[src/rtl/rd_delay_cal.sv]
module rd_delay_cal #(
  parameter int AREA_WORDS = 4096,
  parameter int READS      = 10,
  parameter int NUM_SET    = 12,
  parameter int RUN_LEN    = 3,
  parameter int MIN_VARIED = 64,
  parameter int TREG_W     = 32,
  parameter int DIV_W      = 4
) (
  input  logic                          clk,
  input  logic                          rst_n,
  input  logic                          start,
  input  logic [DIV_W-1:0]              div_sel,
  output logic                          rd_req,
  output logic [$clog2(AREA_WORDS)-1:0] rd_addr,
  output logic                          rd_slow,
  input  logic                          rd_valid,
  input  logic [31:0]                   rd_data,
  output logic [TREG_W-1:0]             timing_reg,
  output logic                          done,
  output logic                          fail
);
  localparam int AW   = $clog2(AREA_WORDS);
  localparam int NF   = TREG_W / 4;
  localparam int RW   = $clog2(READS + 1);
  localparam int RUNW = $clog2(RUN_LEN + 1);
  localparam int VW   = $clog2(AREA_WORDS + 1);

  typedef enum logic [1:0] {S_IDLE, S_REQ, S_WAIT, S_END} st_t;

  st_t             st;
  logic [DIV_W-1:0] fidx;
  logic [3:0]      old_f;
  logic            ref_phase;
  logic [AW-1:0]   addr;
  logic [31:0]     crc, ref_crc;
  logic [VW-1:0]   varied;
  logic [3:0]      set_idx;
  logic [RW-1:0]   reads;
  logic [RUNW-1:0] run;

  function automatic logic [31:0] crc_step(input logic [31:0] c, input logic [31:0] d);
    logic [31:0] r;
    r = c ^ d;
    for (int k = 0; k < 32; k++)
      r = r[0] ? ((r >> 1) ^ 32'hEDB8_8320) : (r >> 1);
    return r;
  endfunction

  function automatic logic [3:0] enc(input logic [3:0] i);
    return {~i[0], i[3:1]};
  endfunction

  wire [DIV_W-1:0] new_idx = div_sel - DIV_W'(1);
  wire div_ok = (div_sel != '0) && (div_sel <= DIV_W'(NF));
  wire match  = (crc == ref_crc);
  wire word_varied = (rd_data != 32'h0) && (rd_data != 32'hFFFF_FFFF);

  assign rd_req  = (st == S_REQ);
  assign rd_addr = addr;
  assign rd_slow = ref_phase;

  always_ff @(posedge clk or negedge rst_n) begin
    if (!rst_n) begin
      st <= S_IDLE; fidx <= '0; old_f <= '0; ref_phase <= 1'b0;
      addr <= '0; crc <= '1; ref_crc <= '0; varied <= '0;
      set_idx <= '0; reads <= '0; run <= '0;
      timing_reg <= '0; done <= 1'b0; fail <= 1'b0;
    end else begin
      done <= 1'b0;
      case (st)
        S_IDLE: if (start) begin
          fail <= 1'b0;
          fidx <= new_idx;
          if (!div_ok) begin
            done <= 1'b1;
            fail <= 1'b1;
          end else begin
            old_f     <= timing_reg[{new_idx, 2'b00} +: 4];
            ref_phase <= 1'b1;
            addr      <= '0;
            crc       <= '1;
            varied    <= '0;
            st        <= S_REQ;
          end
        end
        S_REQ: st <= S_WAIT;
        S_WAIT: if (rd_valid) begin
          crc <= crc_step(crc, rd_data);
          if (ref_phase && word_varied) varied <= varied + VW'(1);
          if (addr == AW'(AREA_WORDS - 1)) begin
            addr <= '0;
            st   <= S_END;
          end else begin
            addr <= addr + AW'(1);
            st   <= S_REQ;
          end
        end
        S_END: begin
          crc <= '1;
          if (ref_phase) begin
            ref_crc   <= crc;
            ref_phase <= 1'b0;
            if (varied < VW'(MIN_VARIED)) begin
              done <= 1'b1;
              fail <= 1'b1;
              st   <= S_IDLE;
            end else begin
              set_idx <= '0;
              run     <= '0;
              reads   <= '0;
              timing_reg[{fidx, 2'b00} +: 4] <= enc(4'd0);
              st      <= S_REQ;
            end
          end else if (match && reads != RW'(READS - 1)) begin
            reads <= reads + RW'(1);
            st    <= S_REQ;
          end else if (match && run == RUNW'(RUN_LEN - 1)) begin
            timing_reg[{fidx, 2'b00} +: 4] <= enc(set_idx - 4'd1);
            done <= 1'b1;
            st   <= S_IDLE;
          end else begin
            run <= match ? run + RUNW'(1) : '0;
            if (set_idx == 4'(NUM_SET - 1)) begin
              timing_reg[{fidx, 2'b00} +: 4] <= old_f;
              done <= 1'b1;
              fail <= 1'b1;
              st   <= S_IDLE;
            end else begin
              set_idx <= set_idx + 4'd1;
              reads   <= '0;
              timing_reg[{fidx, 2'b00} +: 4] <= enc(set_idx + 4'd1);
              st      <= S_REQ;
            end
          end
        end
        default: st <= S_IDLE;
      endcase
    end
  end
endmodule

[config.mk]
export PLATFORM = sky130hd
export DESIGN_NAME = rd_delay_cal
export DESIGN_NICKNAME = d
export VERILOG_FILES = /design/src/rtl/rd_delay_cal.sv
export SDC_FILE = /design/constraint.sdc
export NUM_CORES = 1
export LEC_CHECK = 0
export BUFFER_PORTS_ARGS = -buffer_cell sky130_fd_sc_hd__clkbuf_2
export CORE_MARGIN = 5
export CORE_UTILIZATION = 45
export DETAILED_ROUTE_END_ITERATION = 10
export PLACE_DENSITY = 0.7
export SLEW_MARGIN = 20
export SYNTH_ARGS = -nofsm -noshare
export SYNTH_HDL_FRONTEND = slang
export SYNTH_SLANG_ARGS = --single-unit
[constraint.sdc]
create_clock -name clk -period 4.5 [get_ports clk]
set_input_delay 0.45 -clock clk [delete_from_list [all_inputs] [get_ports clk]]
set_output_delay 0.45 -clock clk [all_outputs]
set_load 0.02 [all_outputs]
==> flow_summary_export.csv, run 1 <==
group,metric,value,unit
status,run_status,"finished clean",
floorplanning,core_region_area,22600,µm²
sta,timing.final.hold_violations,0,
worst_setup_path,endpoint_kind,"register",
worst_setup_path,cp.required,4.85,ns
layout,antenna_cells_inserted,0,
worst_setup_path,worstSetupPathType,"register to register",
sta,share_of_the_clock_period_used_by_the_worst_path,90.0,%
detailed_routing,topRoutingLayerUsed,"met4",
place,placed_wire_length_estimate,20.3,mm
clocking,htree_levels,4,
worst_setup_path,r2r_cells,9,
clocking,cts-resized-gates,0,
sta,setup_repair_after_global_routing_missed_its_margin,"false",
clocking,cts_num_sinks,144,
sta,fin_tns_setup,0,ns
sta,final_max_tran_viols,0,
worst_setup_path,crit_end,"crc[19]$_DFFE_PN1P_",
synthesis,synth.top_cells.by_area,"dfrtp_1 27%, xnor2_1 17%, dfstp_2 8.2%",
clocking,clk_transition_reported_paths,0.07,ns
sta,skew,0.0274,ns
place,detailedPlace.worstSlack,0.463,ns
sta,maxSlewHeadroom,50.8,%
sta,final.min_clock_period,4.05,ns
detailed_routing,wl_per_cell,19.9,µm
detailed_routing,initialDrtViolationCount,512,
detailed_routing,met2WireLength,13.0,mm
grt,grt_pass1_vias,7497,
grt,grt_antenna_before_repair,0,
detailed_routing,vias_per_cell,5.49,
grt,grt_remaining_overflow,0,
detailed_routing,num_vias,7387,
layout,drive_above_1_share,24.9,%
sta,layout_setup_ws,0.451,ns
clocking,clock_tree.buffer_depth,2,
synthesis,synthCells,946,
synthesis,mappedNetlistArea,10300,µm²
detailed_routing,post-route-drc-count,0,
synthesis,synth_top_flop_cell,"dfrtp_1",
synthesis,synth-warning-count,0,
hold_path,hold_start,"div_sel[3]",
synthesis,synth_area_leader_cell,"dfrtp_1",
clocking,numCtsBuffers,17,
clocking,cts_tree,"built",
floorplanning,floorplan.io_pins,88,
place,rd_place_congestion,0.943,
worst_setup_path,timing.critical_path.arrival,4.40,ns
worst_setup_path,startpoint,"crc[1]$_DFFE_PN1P_",
sta,holdWs,0.404,ns
floorplanning,design.die.area,26000,µm²
worst_setup_path,critical_path_source_type,"register",
worst_setup_path,r2r_setup_slack,0.45,ns
worst_setup_path,r2r-end,"crc[19]$_DFFE_PN1P_",
clocking,clk-insertion-delay-late,0.44,ns
detailed_routing,ant_nets,0,
detailed_routing,firstDrtPassIters,5,
detailed_routing,met3_wirelength,1.32,mm
synthesis,ys_async_sr_fraction,100,%
sta,max_clock_freq,247,MHz
floorplanning,initial_core_util,45.5,%
synthesis,syn_avg_cell_area,10.9,µm²
grt,global_routing_usage_summed_across_all_routing_layers,21.2,%
clocking,cts-root-buf,"clkbuf_16",
run,cap_violations,0,
place,port_buffers,87,
grt,pin_count_of_the_biggest_net_entering_global_routing,109,
worst_setup_path,r2r_start,"crc[1]$_DFFE_PN1P_",
layout,final_cell_mix,"203 x xnor2_1, 112 x dfrtp_1, 86 x clkbuf_2",
floorplanning,die-width,161,µm
sta,worst_pin_slew,0.718,ns
detailed_routing,wirelength,26.8,mm
synthesis,ys_ff_latch,144,
synthesis,synth_edf_count,0,
hold_path,min-delay-path-class,"input pin to register",
layout,layout.cells.most_common,"xnor2_1",
synthesis,synth_sequential_area_ratio,35.4,%
synthesis,netlist-cell-type-count,52,
layout,area.growth.synth_to_final,14.5,%
layout,nNetsFinal,1104,
worst_setup_path,worst_path_max_fanout,7,
floorplanning,core.rowCount,55,
synthesis,synthesis.nets,1002,
sta,setup_viol,0,
synthesis,yosys.area.top_type_share,27.3,%
detailed_routing,detail_route.wirelength.met1,11.7,mm
grt,global_route_wire_length_before_repair,42.8,mm
floorplanning,die_h,161,µm
critical path, cell delays in order, from the launching register on:
cell and delay [ns]:
dfstp_2 0.59, xor2_1 0.43, xnor3_1 0.54, xor3_1 0.53, xor2_1 0.38, xnor3_2 0.47
xor2_1 0.33, xnor3_1 0.39, xor2_1 0.15, a21oi_1 0.15
routing by layer:
| layer | GRT usage (%) | vias to the layer above |
|---|---|---|
| li1 | - | 3494 |
| met1 | 28.0 | 3641 |
| met2 | 35.1 | 212 |
| met3 | 3.67 | 40 |
| met4 | 7.75 | 0 |
| met5 | 0 | - |
kinds of logic after synthesis:
| kind of cell | count (synthesis) | synth area share, % |
|---|---|---|
| adder cells (fa/ha/maj) | 16 | 1.95 |
| buffers and inverters | 40 | 1.46 |
| flip-flops | 144 | 35.4 |
| AND/OR/NAND/NOR | 237 | 10.8 |
| XOR/XNOR | 314 | 34.9 |
| multiplexers | 70 | 8.43 |
| AO/OA/AOI/OAI | 125 | 6.99 |
stage by stage:
step | instances | utilization (%) | instance area [µm²]
after floorplan | 946 | - | 10300
after global placement | 1312 | 49.3 | 11100
after detailed placement | 1312 | 49.3 | 11100
after CTS | 1344 | 52.0 | 11700
after global routing | 1346 | 52.1 | 11800
final | 1346 | 52.1 | 11800
cells in the mapped netlist, drive strengths merged, types with 3 or more instances:
| cell type | number |
|---|---|
| a21oi | 52 |
| a31oi | 4 |
| and2 | 3 |
| and3 | 6 |
| buf | 5 |
| clkbuf | 18 |
| dfrtp | 112 |
| dfstp | 32 |
| ha | 16 |
| inv | 17 |
| mux2 | 53 |
| mux2i | 9 |
| mux4 | 8 |
| nand2 | 71 |
| nand2b | 3 |
| nand3 | 12 |
| nand4 | 28 |
| nor2 | 72 |
| nor2b | 4 |
| nor3 | 6 |
| nor4 | 14 |
| o21ai | 39 |
| o22ai | 5 |
| o31ai | 7 |
| o41ai | 4 |
| or2 | 3 |
| or3 | 9 |
| xnor2 | 218 |
| xnor3 | 38 |
| xor2 | 55 |
| xor3 | 3 |
what timing repair did:
item / 4_1_cts / 5_1_grt
setup buffers: 0 / 0
hold endpoints to repair: 0 / 27
hold buffers: 0 / 1
cell type report:
cell class / count / area (µm²)
Timing Repair Buffer: 106 / 607
Multi-Input combinational cell: 762 / 6490
Inverter: 17 / 63.8
Fill cell: 2037 / 10800
Sequential cell: 144 / 3640
Tap cell: 285 / 357
Clock inverter: 15 / 185
Clock buffer: 17 / 425
worst min-delay path by stage:
stage,to,slack [ns],cells after the start
6_report,fidx[3]$_DFFE_PN0P_,0.40,3
5_1_grt,fidx[3]$_DFFE_PN0P_,0.41,3
4_1_cts,timing_reg[12]$_DFFE_PN0P_,0.20,1
3_5_place_dp,old_f[0]$_DFFE_PN0P_,0.48,2
3_3_place_gp,old_f[3]$_DFFE_PN0P_,0.47,2
2_1_floorplan,done$_DFF_PN0_,0.15,0
Power of run 1 is not shown: default switching activity piles up to over one toggle a cycle in this logic, so the estimate is an artifact.
==> run 2, diff against run 1 <==
Clock period 4.5 ns to 4 ns, I/O delays scaled along.
==> flow_summary_export.csv, run 2 (synthesis results as in run 1) <==
group,metric,value,unit
floorplanning,core.rowCount,55,
grt,pin_count_of_the_biggest_net_entering_global_routing,101,
detailed_routing,num_vias,7428,
place,port_buffers,87,
layout,post_layout_nonfiller_instances,1364,
grt,grt_pass1_vias,7579,
grt,global_route_wire_length_before_repair,42.5,mm
worst_setup_path,critical_path_source_type,"register",
worst_setup_path,worstSetupPathType,"register to register",
sta,timing.final.hold_violations,0,
place,dp_cells,1332,
sta,final.min_clock_period,3.77,ns
clocking,cts-root-buf,"clkbuf_16",
grt,groute.layer.met3.usage,3.50,%
clocking,hold_buffers,0,
clocking,cts_num_sinks,144,
sta,max_clock_freq,265,MHz
layout,drive_above_1_share,26.2,%
layout,area.growth.synth_to_final,15.6,%
floorplanning,floorplan.io_pins,88,
sta,skew,0.0151,ns
clocking,cts_tree,"built",
place,rd_place_congestion,0.924,
detailed_routing,vias_per_cell,5.45,
sta,worst_pin_slew,0.930,ns
clocking,htree_levels,4,
grt,met2_usage,34.1,%
clocking,cts-resized-gates,0,
worst_setup_path,worst_path_max_fanout,7,
floorplanning,core_region_area,22600,µm²
clocking,clock_tree.buffer_depth,2,
detailed_routing,ant_nets,0,
sta,setup_viol,0,
hold_path,min-delay-path-class,"input pin to asynchronous set/reset pin",
worst_setup_path,timing.critical_path.arrival,4.12,ns
detailed_routing,firstDrtPassIters,5,
grt,grt_remaining_overflow,0,
sta,setup_repair_after_global_routing_missed_its_margin,"false",
grt,global_route.usage.met1,28.4,%
detailed_routing,wl_per_cell,19.4,µm
floorplanning,design.die.area,26000,µm²
sta,share_of_the_clock_period_used_by_the_worst_path,94.2,%
place,placed_wire_length_estimate,20.4,mm
sta,maxSlewHeadroom,38.0,%
sta,fin_tns_setup,0,ns
grt,gr-max-usage-layer,"met2",
run,cap_violations,0,
floorplanning,initial_core_util,45.5,%
grt,grt_antenna_before_repair,0,
layout,final_cell_mix,"203 x xnor2_1, 112 x dfrtp_1, 86 x clkbuf_2",
detailed_routing,post-route-drc-count,0,
clocking,clk_transition_reported_paths,0.07,ns
detailed_routing,wirelength,26.5,mm
layout,antenna_cells_inserted,0,
layout,layout.cells.most_common,"xnor2_1",
clocking,clk-insertion-delay-late,0.43,ns
worst_setup_path,endpoint_kind,"register",
layout,nNetsFinal,1122,
floorplanning,die_h,161,µm
worst_setup_path,cp.required,4.35,ns
clocking,post-cts-setup-buffer-count,0,
grt,global_routing_usage_summed_across_all_routing_layers,20.8,%
floorplanning,die-width,161,µm
status,run_status,"finished clean",
detailed_routing,initialDrtViolationCount,526,
sta,final_max_tran_viols,0,
clocking,numCtsBuffers,17,
[run 2: cell count changes in the layout (fill, tap and decap cells not counted), moves of 2 or more]
cell       change
buf_4         +20
clkinv_8       -4
inv_6          +4
inv_8          -3
bufinv_16      +2
[run 2: per-stage QoR]
step                cell area (µm²)  setup slack [ns]  hold WS (ns)  util, %
floorplan                     10300             0.361         0.104        -
global placement              11300             0.272         0.473     49.9
detailed placement            11300             0.213         0.488     49.9
CTS                           11900             0.229         0.110     52.7
global route                  11900             0.106         0.146     52.7
finish                        11900             0.231        0.0312     52.7
[run 2: path summary, 6_finish.rpt]
check                                startpoint                          to  slack [ns]  cells past startpoint
max                          crc[4]$_DFFE_PN1P_         crc[19]$_DFFE_PN1P_        0.23                      9
min                                       rst_n  timing_reg[12]$_DFFE_PN0P_        0.03                      1
max reg2reg                  crc[4]$_DFFE_PN1P_         crc[19]$_DFFE_PN1P_        0.23                      9
min reg2reg                old_f[0]$_DFFE_PN0P_        old_f[0]$_DFFE_PN0P_        0.50                      2
max in group asynchronous                 rst_n         crc[28]$_DFFE_PN1P_        2.95                      2
min in group clk                     div_sel[3]         fidx[3]$_DFFE_PN0P_        0.35                      3
[run 2: routing by layer]
metal  share of wire (%)  up-vias
met5                   0        -
met4                 2.4        0
met3                 5.5       35
met2                  48      214
met1                  44     3648
li1                    -     3531
[run 2: worst max-delay path: stages (launching register included)]
cell and delay, ns:
dfstp_2 0.62, xor2_1 0.26, xnor3_1 0.56, xor2_1 0.21, xnor2_1 0.36, xnor3_2 0.66
xor2_1 0.33, xnor3_1 0.38, xor2_1 0.15, a21oi_1 0.16
[run 2: layout make-up]
class                           instances  area, µm²
Fill cell                            1981      10700
Multi-Input combinational cell        762       6490
Timing Repair Buffer                  124        719
Tap cell                              285        357
Sequential cell                       144       3640
Clock buffer                           17        425
Inverter                               17       63.8
Clock inverter                         15        188
Power of run 2 is left out for the same reason.
